### config.mk
export PLATFORM = sky130hd
export DESIGN_NAME = ireg_port
export DESIGN_NICKNAME = d
export VERILOG_FILES = /design/src/rtl/ireg_port_pkg.sv /design/src/rtl/ireg_port_ctl.sv /design/src/rtl/ireg_port_dp.sv /design/src/rtl/ireg_port.sv
export SDC_FILE = /design/constraint.sdc
export NUM_CORES = 1
export LEC_CHECK = 0
export BUFFER_PORTS_ARGS = -buffer_cell sky130_fd_sc_hd__buf_2
export CORE_MARGIN = 1.5
export CORE_UTILIZATION = 36
export DETAILED_ROUTE_END_ITERATION = 12
export RECOVER_POWER = 50
export SLEW_MARGIN = 20
export SYNTH_ARGS = -nofsm -noshare
export SYNTH_HDL_FRONTEND = slang
export SYNTH_SLANG_ARGS = --single-unit
### constraint.sdc
create_clock -name clk -period 2.5 [get_ports clk]
set_input_delay 0.125 -clock clk [delete_from_list [all_inputs] [get_ports clk]]
set_output_delay 0.125 -clock clk [all_outputs]
set_load 0.01 [all_outputs]
### src/rtl/ireg_port_pkg.sv
package ireg_port_pkg;
  localparam int DATA_W     = 8;
  localparam int ADDR_W     = 3;
  localparam int NUM_EVT    = 8;
  localparam int NUM_BUF    = 3;
  localparam int GAIN_BYTES = 2;
  localparam int GAIN_W     = GAIN_BYTES * DATA_W;
  localparam int IDX_W      = $clog2(GAIN_BYTES + 1);
  localparam int B_EVT_BIT  = 4;

  localparam logic [DATA_W-1:0] RN_INIT = 8'h21;
  localparam logic [DATA_W-1:0] RN_MUX  = 8'h41;
  localparam logic [DATA_W-1:0] RN_ENAB = 8'h44;
  localparam logic [DATA_W-1:0] RN_GAIN = 8'h63;
  localparam logic [DATA_W-1:0] RN_MAP  = 8'h69;

  localparam logic [ADDR_W-1:0] LOC_CMD  = 3'd0;
  localparam logic [ADDR_W-1:0] LOC_DATA = 3'd1;
  localparam int                LOC_BUF0 = 4;

  typedef struct packed {
    logic                 cmdWr;
    logic                 dataWr;
    logic                 dataRd;
    logic                 irqRd;
    logic                 rdAny;
    logic [NUM_BUF-1:0]   bufWr;
    logic [ADDR_W-1:0]    rdAddr;
    logic [DATA_W-1:0]    regNum;
    logic [IDX_W-1:0]     byteIdx;
  } ctlStrb_t;
endpackage

### src/rtl/ireg_port_ctl.sv
module ireg_port_ctl
  import ireg_port_pkg::*;
(
  input  logic              clk,
  input  logic              rst_n,
  input  logic [ADDR_W-1:0] addr,
  input  logic              wrEn,
  input  logic              rdEn,
  input  logic [DATA_W-1:0] wrData,
  output ctlStrb_t          strb
);
  logic [DATA_W-1:0] regNum;
  logic [IDX_W-1:0]  byteIdx;
  logic              dataAcc;

  always_comb begin
    strb.cmdWr   = wrEn && (addr == LOC_CMD);
    strb.dataWr  = wrEn && (addr == LOC_DATA);
    strb.dataRd  = rdEn && (addr == LOC_DATA);
    strb.irqRd   = rdEn && (addr == LOC_CMD);
    strb.rdAny   = rdEn;
    strb.rdAddr  = addr;
    strb.regNum  = regNum;
    strb.byteIdx = byteIdx;
    for (int i = 0; i < NUM_BUF; i++)
      strb.bufWr[i] = wrEn && (addr == ADDR_W'(LOC_BUF0 + i));
  end

  assign dataAcc = strb.dataWr || strb.dataRd;

  // The index stops one step past the widest register, so any further
  // access also falls outside every register.
  always_ff @(posedge clk or negedge rst_n) begin
    if (!rst_n) begin
      regNum  <= '0;
      byteIdx <= '0;
    end else if (strb.cmdWr) begin
      regNum  <= wrData;
      byteIdx <= '0;
    end else if (dataAcc && byteIdx != IDX_W'(GAIN_BYTES)) begin
      byteIdx <= byteIdx + 1'b1;
    end
  end
endmodule

### src/rtl/ireg_port_dp.sv
module ireg_port_dp
  import ireg_port_pkg::*;
(
  input  logic               clk,
  input  logic               rst_n,
  input  ctlStrb_t           strb,
  input  logic [DATA_W-1:0]  wrData,
  input  logic [NUM_EVT-1:0] evtIn,
  input  logic [DATA_W-1:0]  stat1In,
  input  logic [DATA_W-1:0]  errIn,
  input  logic [DATA_W-1:0]  stat2In,
  input  logic [DATA_W-1:0]  rxDIn,
  input  logic [DATA_W-1:0]  rxBbIn,
  input  logic [DATA_W-1:0]  rxBcIn,
  output logic [DATA_W-1:0]  rdData,
  output logic [NUM_BUF-1:0] txStb,
  output logic [DATA_W-1:0]  txByte,
  output logic               irqOut,
  output logic [1:0]         devMode,
  output logic               intMask,
  output logic               bIntEn,
  output logic               revBb,
  output logic               revBc,
  output logic [3:0]         muxSrc,
  output logic [3:0]         muxDst,
  output logic               aLaw,
  output logic [DATA_W-1:0]  mapCtl,
  output logic [GAIN_W-1:0]  gainCoef
);
  logic [2:0]         initR;
  logic [DATA_W-1:0]  muxR;
  logic [2:0]         enabR;
  logic [DATA_W-1:0]  mapR;
  logic [GAIN_W-1:0]  gainR;
  logic [NUM_EVT-1:0] pending;
  logic [NUM_EVT-1:0] evtKeep;
  logic [DATA_W-1:0]  indVal;
  logic [DATA_W-1:0]  rdMux;
  logic               firstByte;

  assign firstByte = (strb.byteIdx == '0);

  always_ff @(posedge clk or negedge rst_n) begin
    if (!rst_n) begin
      initR <= '0;
      muxR  <= '0;
      enabR <= '0;
      mapR  <= '0;
    end else if (strb.dataWr && firstByte) begin
      case (strb.regNum)
        RN_INIT: initR <= wrData[2:0];
        RN_MUX:  muxR  <= wrData;
        RN_ENAB: enabR <= wrData[5:3];
        RN_MAP:  mapR  <= wrData;
        default: ;
      endcase
    end
  end

  for (genvar g = 0; g < GAIN_BYTES; g++) begin : g_gain
    logic [DATA_W-1:0] byteQ;
    always_ff @(posedge clk or negedge rst_n) begin
      if (!rst_n)
        byteQ <= '0;
      else if (strb.dataWr && strb.regNum == RN_GAIN && strb.byteIdx == IDX_W'(g))
        byteQ <= wrData;
    end
    assign gainR[g*DATA_W +: DATA_W] = byteQ;
  end

  always_comb begin
    indVal = '0;
    case (strb.regNum)
      RN_INIT: if (firstByte) indVal = {5'b0, initR};
      RN_MUX:  if (firstByte) indVal = muxR;
      RN_ENAB: if (firstByte) indVal = {2'b0, enabR, 3'b0};
      RN_MAP:  if (firstByte) indVal = mapR;
      RN_GAIN: indVal = DATA_W'(gainR >> (DATA_W * int'(strb.byteIdx)));
      default: ;
    endcase
  end

  always_comb begin
    case (strb.rdAddr)
      3'd0:    rdMux = pending;
      3'd1:    rdMux = indVal;
      3'd2:    rdMux = stat1In;
      3'd3:    rdMux = errIn;
      3'd4:    rdMux = rxDIn;
      3'd5:    rdMux = rxBbIn;
      3'd6:    rdMux = rxBcIn;
      default: rdMux = stat2In;
    endcase
  end

  always_comb begin
    evtKeep = evtIn;
    if (!enabR[0]) evtKeep[B_EVT_BIT] = 1'b0;
  end

  always_ff @(posedge clk or negedge rst_n) begin
    if (!rst_n) begin
      rdData  <= '0;
      pending <= '0;
      txStb   <= '0;
      txByte  <= '0;
    end else begin
      if (strb.rdAny) rdData <= rdMux;
      // A new event is merged after the clear, so it survives the read.
      pending <= (strb.irqRd ? '0 : pending) | evtKeep;
      txStb   <= strb.bufWr;
      if (|strb.bufWr) txByte <= wrData;
    end
  end

  assign devMode  = initR[1:0];
  assign intMask  = initR[2];
  assign irqOut   = (|pending) && !initR[2] && (initR[1:0] != 2'd0);
  assign bIntEn   = enabR[0];
  assign revBb    = enabR[1];
  assign revBc    = enabR[2];
  assign muxSrc   = muxR[3:0];
  assign muxDst   = muxR[7:4];
  assign aLaw     = mapR[0];
  assign mapCtl   = mapR;
  assign gainCoef = gainR;
endmodule

### src/rtl/ireg_port.sv
module ireg_port
  import ireg_port_pkg::*;
(
  input  logic         clk,
  input  logic         rst_n,
  input  logic [2:0]   addr,
  input  logic         wrEn,
  input  logic         rdEn,
  input  logic [7:0]   wrData,
  output logic [7:0]   rdData,
  input  logic [7:0]   evtIn,
  input  logic [7:0]   stat1In,
  input  logic [7:0]   errIn,
  input  logic [7:0]   stat2In,
  input  logic [7:0]   rxDIn,
  input  logic [7:0]   rxBbIn,
  input  logic [7:0]   rxBcIn,
  output logic [2:0]   txStb,
  output logic [7:0]   txByte,
  output logic         irqOut,
  output logic [1:0]   devMode,
  output logic         intMask,
  output logic         bIntEn,
  output logic         revBb,
  output logic         revBc,
  output logic [3:0]   muxSrc,
  output logic [3:0]   muxDst,
  output logic         aLaw,
  output logic [7:0]   mapCtl,
  output logic [15:0]  gainCoef
);
  ctlStrb_t strb;

  ireg_port_ctl u_ctl (
    .clk    (clk),
    .rst_n  (rst_n),
    .addr   (addr),
    .wrEn   (wrEn),
    .rdEn   (rdEn),
    .wrData (wrData),
    .strb   (strb)
  );

  ireg_port_dp u_dp (
    .clk      (clk),
    .rst_n    (rst_n),
    .strb     (strb),
    .wrData   (wrData),
    .evtIn    (evtIn),
    .stat1In  (stat1In),
    .errIn    (errIn),
    .stat2In  (stat2In),
    .rxDIn    (rxDIn),
    .rxBbIn   (rxBbIn),
    .rxBcIn   (rxBcIn),
    .rdData   (rdData),
    .txStb    (txStb),
    .txByte   (txByte),
    .irqOut   (irqOut),
    .devMode  (devMode),
    .intMask  (intMask),
    .bIntEn   (bIntEn),
    .revBb    (revBb),
    .revBc    (revBc),
    .muxSrc   (muxSrc),
    .muxDst   (muxDst),
    .aLaw     (aLaw),
    .mapCtl   (mapCtl),
    .gainCoef (gainCoef)
  );
endmodule

==> results of run 1 <==
-- power by group --
part           internal, mW  total (mW)  switching (mW)
registers              1.31        1.42           0.106
clock network         0.591        1.04           0.445
logic                 0.284       0.629           0.345
-- registers in the layout, indices dropped and copies added (netlist names) --
name / count
u_ctl.byteIdx: 2
u_dp.mapCtl: 8
u_dp.pending: 8
u_dp.muxR: 8
u_dp.enabR: 3
u_dp.g_gain.byteQ: 16
u_dp.txStb: 3
u_ctl.regNum: 8
u_dp.txByte: 8
u_dp.rdData: 8
u_dp.initR: 3
-- synth_stat cells (all sizes together), types with 3 or more instances --
cell type | instances | share of area [%]
ha | 3 | 0.95
a21oi | 8 | 1.0
dfrtp | 75 | 48
a21o | 7 | 1.3
mux4 | 3 | 1.7
nand2 | 11 | 1.1
clkbuf | 12 | 1.1
inv | 9 | 0.86
nor4 | 3 | 0.86
nand3b | 8 | 1.5
mux2i | 10 | 2.5
o21ai | 11 | 1.4
nand3 | 5 | 0.64
nor3 | 15 | 2.3
a22oi | 10 | 1.9
or4 | 3 | 0.76
mux2 | 62 | 19
buf | 6 | 1.1
nor2 | 7 | 0.67
a31oi | 4 | 0.64
nor3b | 4 | 0.76
o221ai | 4 | 0.89
nor2b | 4 | 0.64
a211oi | 4 | 0.76
and2 | 3 | 0.48
-- area by class of cell --
class | count | area, µm²
Tap cell | 136 | 170.2
Fill cell | 1020 | 5510
Multi-Input combinational cell | 224 | 1932
Sequential cell | 75 | 1877
Clock inverter | 4 | 73.82
Timing Repair Buffer | 147 | 720.7
Inverter | 9 | 33.78
Clock buffer | 12 | 145.1
-- worst register-to-register path, delay by kind of cell, from the launching register on --
family           cells  cell delay, ns
muxes                1            0.34
DFF                  1            0.46
and+or+nand+nor      2            1.27
-- routing by layer --
layer	vias up	GRT usage [%]
met2	147	33.30
met1	1618	26.44
met5	-	0
li1	1514	-
met3	16	5.266
met4	0	5.451
-- logic make-up (layout without fill, tap and decap cells) --
kind of cell	after synthesis	in the layout	share of synthesized area, %
flops	75	75	47.74
buf+inv	27	172	3.119
fa+ha+maj	3	3	0.9549
compound gates	67	67	12.16
mux	75	75	22.79
xor+xnor	1	1	0.2228
simple gates	78	78	13.02
-- metrics by stage --
stage                     setup WS (ns)  area [µm²]  power [mW]  hold WS, ns  util, %
after global placement           0.3703        4736       2.057       0.3149    45.26
after floorplan                  0.3498        3931       1.802      -0.1706        -
after global routing             0.1620        4952       3.241      0.02768    47.33
final                            0.3243        4952       3.085      0.01544    47.33
after detailed placement         0.3480        4736       2.077       0.3105    45.26
after CTS                        0.3242        5035       3.133     0.006261    48.12
-- path summary, 6_finish.rpt --
check | start | endpoint | slack (ns) | cells after the start
worst max register to register | u_ctl.regNum[2]$_DFFE_PN0P_ | u_dp.muxR[1]$_DFFE_PN0P_ | 0.32 | 3
min in group asynchronous | rst_n | u_dp.txByte[6]$_DFFE_PN0P_ | 0.82 | 2
max in group asynchronous | rst_n | u_dp.pending[7]$_DFF_PN0_ | 0.57 | 2
worst max-delay path | u_ctl.regNum[2]$_DFFE_PN0P_ | u_dp.muxR[1]$_DFFE_PN0P_ | 0.32 | 3
worst min-delay path | evtIn[4] | u_dp.pending[4]$_DFF_PN0_ | 0.02 | 2
worst min register to register | u_dp.rdData[6]$_DFFE_PN0P_ | u_dp.rdData[6]$_DFFE_PN0P_ | 0.50 | 2
-- layout by cell type, fill, tap and decap left out, types with 5 or more instances in the layout --
master and n:
dlygate4sd3_1 8, mux2_4 8, nand2_1 10, buf_4 8, nor3_1 12, nand3_1 5, nand3b_1 8, dfrtp_1 75
mux2_2 51, a22oi_1 10, nor2_1 7, inv_1 9, o21ai_0 11, clkbuf_1 62, a21o_1 7, mux2i_1 10
buf_2 69, a21oi_1 8, clkbuf_8 10
-- what timing repair did --
item	4_1_cts	5_1_grt
hold buffers	8	0
setup buffers	0	0
endpoints found under the hold margin	82	0
==> metrics.csv, run 1 <==
stage;metric;value;unit
layout;drive_gt1_share;35.46;%
yosys;synth_cell_types;62;
global_routing;antenna_found_initial;0;
place;place_congestion;0.8740;
layout;instances_no_fill;607;
clock_network;htreeDepth;3;
layout;n_antenna_cell;0;
place;dp.cells;583;
worst_setup_path;worstPathCellList;or4b_4 -> or4_4 -> mux2_4;
clock_network;clock_latency;0.35;ns
hold_path;hp-class;input port to flop;
worst_setup_path;critical_path_class;flop to flop;
pwr;p_leak;2.184;nW
sta;timing.final.crit_share;87.03;%
worst_setup_path;cp.required;2.73;ns
global_routing;grt_pass1_wl;17790;µm
drt;routedLengthMet1;5153;µm
floorplanning;die_w;107.5;µm
drt;viasPerCell;5.428;
sta;hold_viol;0;
yosys;ys.flop_type;dfrtp_1;
drt;num_vias;3295;
drt;wl_per_cell;19.00;µm
worst_setup_path;cp_max_fo;8;
clock_network;cts_tree;yes;
floorplanning;initial_core_util;37.57;%
clock_network;root_buffer;clkbuf_8;
pwr;irDropWorstVdd;0.4592;mV
floorplanning;dieHeight;107.5;µm
drt;firstDrtPassIters;4;
sta;worst_pin_slew;1.864;ns
status;status;finished, violations left;
global_routing;grt_pass1_vias;3337;
clock_network;clkTransAtPathRegs;0.07;ns
global_routing;grt_usage;20.24;%
sta;drv_slew;76;
sta;finalSetupViolCount;0;
flow_run;maxCapViolCount;1;
clock_network;cts_buffers;9;
drt;finalWirelength;11530;µm
yosys;synth-async-reset-ratio;100.0;%
clock_network;cts_sinks;75;
sta;skew;0.007262;ns
sta;rsz0062_at_grt;false;
yosys;syn_area;3931;µm²
layout;area_growth;25.97;%
floorplanning;core;10460;µm²
sta;tns;0;ns
floorplanning;row_count;37;
worst_setup_path;path_buf_inv;0;
worst_setup_path;cp-start-kind;flop;
sta;clock.fmax;0.4596;GHz
floorplanning;io_pins;130;
floorplanning;die-area;11560;µm²
yosys;synth_seq_cells;75;
clock_network;clk_path_buf_depth;2;
yosys;synthesis.instances;326;
sta;fin_crit;2.176;ns
drt;wl_met3;881;µm
drt;drt_iter0_drc;323;
clock_network;cts-resized-gates;0;
worst_setup_path;critPathSlowestCell;or4_4;
place;place_hpwl;8560;µm
status;violations;capacitance limit, slew limit;
sta;relSlewSlack;-24.27;%
yosys;synth_edf_count;0;
place;io_buffers;129;
worst_setup_path;critPathMaxStageDelay;0.67;ns
drt;top_layer_used;met4;
pwr;power_density;622.9;nW/µm²
yosys;yosysSeqAreaShare;47.74;%
layout;nets;540;
drt;wl_met2;5295;µm
drt;drcViolationCount;0;
yosys;syn-num-nets;400;
yosys;yosys_warnings;0;
yosys;syn_area_per_cell;12.06;µm²
worst_setup_path;critPathArrivalTime;2.41;ns
worst_setup_path;crit_path_end_kind;flop;
global_routing;grt_max_degree;76;
drt;drtAntennaViolNets;0;
worst_setup_path;cp_top_family;simple AND/OR/NAND/NOR gates;
global_routing;grt_overflow;0;
(Power assumes the default switching activity.)
==> run 2: changes to the inputs <==
CORE_UTILIZATION = 51   (was 36)
PLACE_DENSITY = 0.81   (was unset)
==> run 2 against run 1 <==
  * The flow now finishes without violations
  * Power fell by 2.1%
  * Register-to-register slack is essentially flat
  * Critical path type unchanged
  * Cell area decreased by 0.83%
  * Highest routed layer unchanged
  * First-iteration DRC count shrank 36%
  * Cell count shrank 5.9%
  * Fmax is essentially flat
  * Non-clock buffer count grew 1
  * Count of clock-buffer cells in the layout decreased by 3
  * Global-route usage is 7.3 points higher
==> metrics.csv, run 2 (synthesized netlist as in run 1, its figures left out) <==
stage;metric;value;unit;change
place;place_hpwl;8141;µm;-4.9%
layout;multi_input_area;1932;µm²;unchanged
layout;largest_reg_flops;16;;unchanged
clock_network;cts_tree;yes;;
clock_network;cts_sinks;75;;unchanged
layout;fillers;612;;-40%
worst_setup_path;cp_max_fo;8;;unchanged
place;placed_area;4700;µm²;-0.77%
drt;firstDrtPassIters;4;;unchanged
global_routing;grt_max_degree;41;;-46%
global_routing;grt_pass1_wl;17520;µm;-1.5%
clock_network;root_buffer;clkbuf_8;;
worst_setup_path;crit_cells;3;;unchanged
sta;drv_slew;0;;-100%
sta;rsz0062_at_grt;false;;
worst_setup_path;reg2reg_depth;3;;unchanged
pwr;power.total;3.019;mW;-2.1%
sta;hold_viol;0;;unchanged
pwr;switchingPower;941.1;µW;+5.0%
drt;drtAntennaViolNets;0;;unchanged
worst_setup_path;critPathMaxStageDelay;0.68;ns;about the same
worst_setup_path;crit_path_end_kind;flop;;
worst_setup_path;cp_top_family;simple AND/OR/NAND/NOR gates;;
layout;area_growth;24.92;%;
pwr;intPower;2.078;mW;-5.1%
worst_setup_path;critPathSlowestCell;or4_4;;
sta;fin_hold_ws;0.08897;ns;+0.07353 ns
clock_network;htreeDepth;3;;unchanged
hold_path;worstHoldPathCells;2;;unchanged
global_routing;antenna_found_initial;0;;unchanged
drt;drcViolationCount;0;;unchanged
sta;tns;0;ns;unchanged
sta;clock.fmax;0.4597;GHz;about the same
layout;mostFrequentLayoutCell;dfrtp_1;;
drt;wl_per_cell;19.26;µm;+1.4%
global_routing;grt_pass1_vias;3393;;+1.7%
layout;drive_gt1_share;35.17;%;-0.29 points
sta;fin_crit;2.176;ns;-0.0001310 ns
worst_setup_path;cp-start-kind;flop;;
place;io_buffers;129;;unchanged
pwr;irDropWorstVdd;0.3908;mV;-15%
pwr;p_comb_share;20.6;%;+0.2 points
sta;worst_pin_slew;1.200;ns;-0.6637 ns
pwr;pwr-share-seq;47.1;%;+1.1 points
place;place_congestion;0.9285;;+6.2%
layout;final_util;66.64;%;+19 points
worst_setup_path;path_buf_inv;0;;unchanged
flow_run;maxCapViolCount;0;;-1
layout;nets;541;;+0.19%
layout;regArea;1877;µm²;unchanged
worst_setup_path;worstPathCellList;or4b_4 -> or4_4 -> mux2_4;;
pwr;p_leak;2.175;nW;-0.43%
clock_network;cts-resized-gates;0;;unchanged
layout;n_antenna_cell;0;;unchanged
pwr;p_clk_share;32.4;%;-1.2 points
floorplanning;row_count;31;;-16%
worst_setup_path;critical_path_class;flop to flop;;
sta;skew;0.008728;ns;+0.001466 ns
floorplanning;initial_core_util;53.34;%;+16 points
drt;num_vias;3323;;+0.85%
floorplanning;die-area;8244;µm²;-29%
layout;top_register;u_dp.g_gain.byteQ;;
floorplanning;core;7370;µm²;-30%
sta;timing.final.crit_share;87.02;%;about the same
clock_network;cts_buffers;9;;unchanged
floorplanning;die_w;90.80;µm;-16%
layout;design_area;4911;µm²;-0.83%
sta;relSlewSlack;19.98;%;+44 points
drt;drt_iter0_drc;206;;-36%
layout;layout_common_cells;dfrtp_1 (75), buf_2 (68), clkbuf_1 (63);;
global_routing;grt_overflow;0;;unchanged
floorplanning;dieHeight;90.80;µm;-16%
drt;finalWirelength;11000;µm;-4.7%
clock_network;clkTransAtPathRegs;0.08;ns;about the same
clock_network;clk_path_buf_depth;2;;unchanged
floorplanning;io_pins;130;;unchanged
pwr;power_density;614.7;nW/µm²;-1.3%
hold_path;hp-class;input port to flop;;
clock_network;clock_latency;0.36;ns;about the same
worst_setup_path;critPathArrivalTime;2.42;ns;about the same
global_routing;grt_usage;27.51;%;+7.3 points
pwr;swShare;31.18;%;+2.1 points
sta;finalSetupViolCount;0;;unchanged
drt;viasPerCell;5.820;;+7.2%
status;status;finished, final reports clean;;
worst_setup_path;cp.required;2.75;ns;+0.02 ns
## run 2: path summary, 6_finish.rpt
path                                              from  slack (ns)                     endpoint
max                        u_ctl.regNum[2]$_DFFE_PN0P_        0.32     u_dp.muxR[3]$_DFFE_PN0P_
min                                          wrData[1]        0.09    u_dp.initR[1]$_DFFE_PN0P_
max reg2reg                u_ctl.regNum[2]$_DFFE_PN0P_        0.32     u_dp.muxR[3]$_DFFE_PN0P_
min reg2reg                 u_dp.txByte[6]$_DFFE_PN0P_        0.51   u_dp.txByte[6]$_DFFE_PN0P_
max in group asynchronous                        rst_n        1.30  u_ctl.regNum[1]$_DFFE_PN0P_
min in group asynchronous                        rst_n        0.47    u_dp.pending[7]$_DFF_PN0_
## run 2: metrics by stage
stage,instances,setup slack [ns]
floorplan,326,0.3498
global placement,546,0.3853
detailed placement,546,0.3447
CTS,571,0.3343
global route,571,0.1893
finish,571,0.3244
## run 2: power by group through the flow
stage	Sequential [mW]	Combinational, mW	Clock (mW)
floorplan	1.43	0.373	0
global placement	1.43	0.611	0
detailed placement	1.44	0.622	0
CTS	1.42	0.639	0.992
global route	1.44	0.680	1.05
finish	1.42	0.621	0.977
## run 2: per-layer routing
| layer | vias up | part of all wire, % | GRT usage [%] |
|---|---|---|---|
| met5 | - | 0 | 0 |
| met4 | 0 | 2.8 | 11.20 |
| met3 | 33 | 6.9 | 5.471 |
| met2 | 167 | 47 | 44.80 |
| met1 | 1604 | 43 | 35.96 |
| li1 | 1519 | - | - |
## run 2: layout make-up
class                   instances  area share [%]
clock buffers                   9           2.522
clock inverters                 7           1.707
inverters                       9          0.6879
multi-input cells             224           39.34
flip-flops and latches         75           38.22
well taps                      99           2.522
repair buffers                148           15.01
## run 2: what timing repair did
action / CTS / global route
hold endpoints to repair: 47 / 0
buffers inserted: 0 / 0
hold buffers: 9 / 0
setup endpoints to repair: 0 / 0
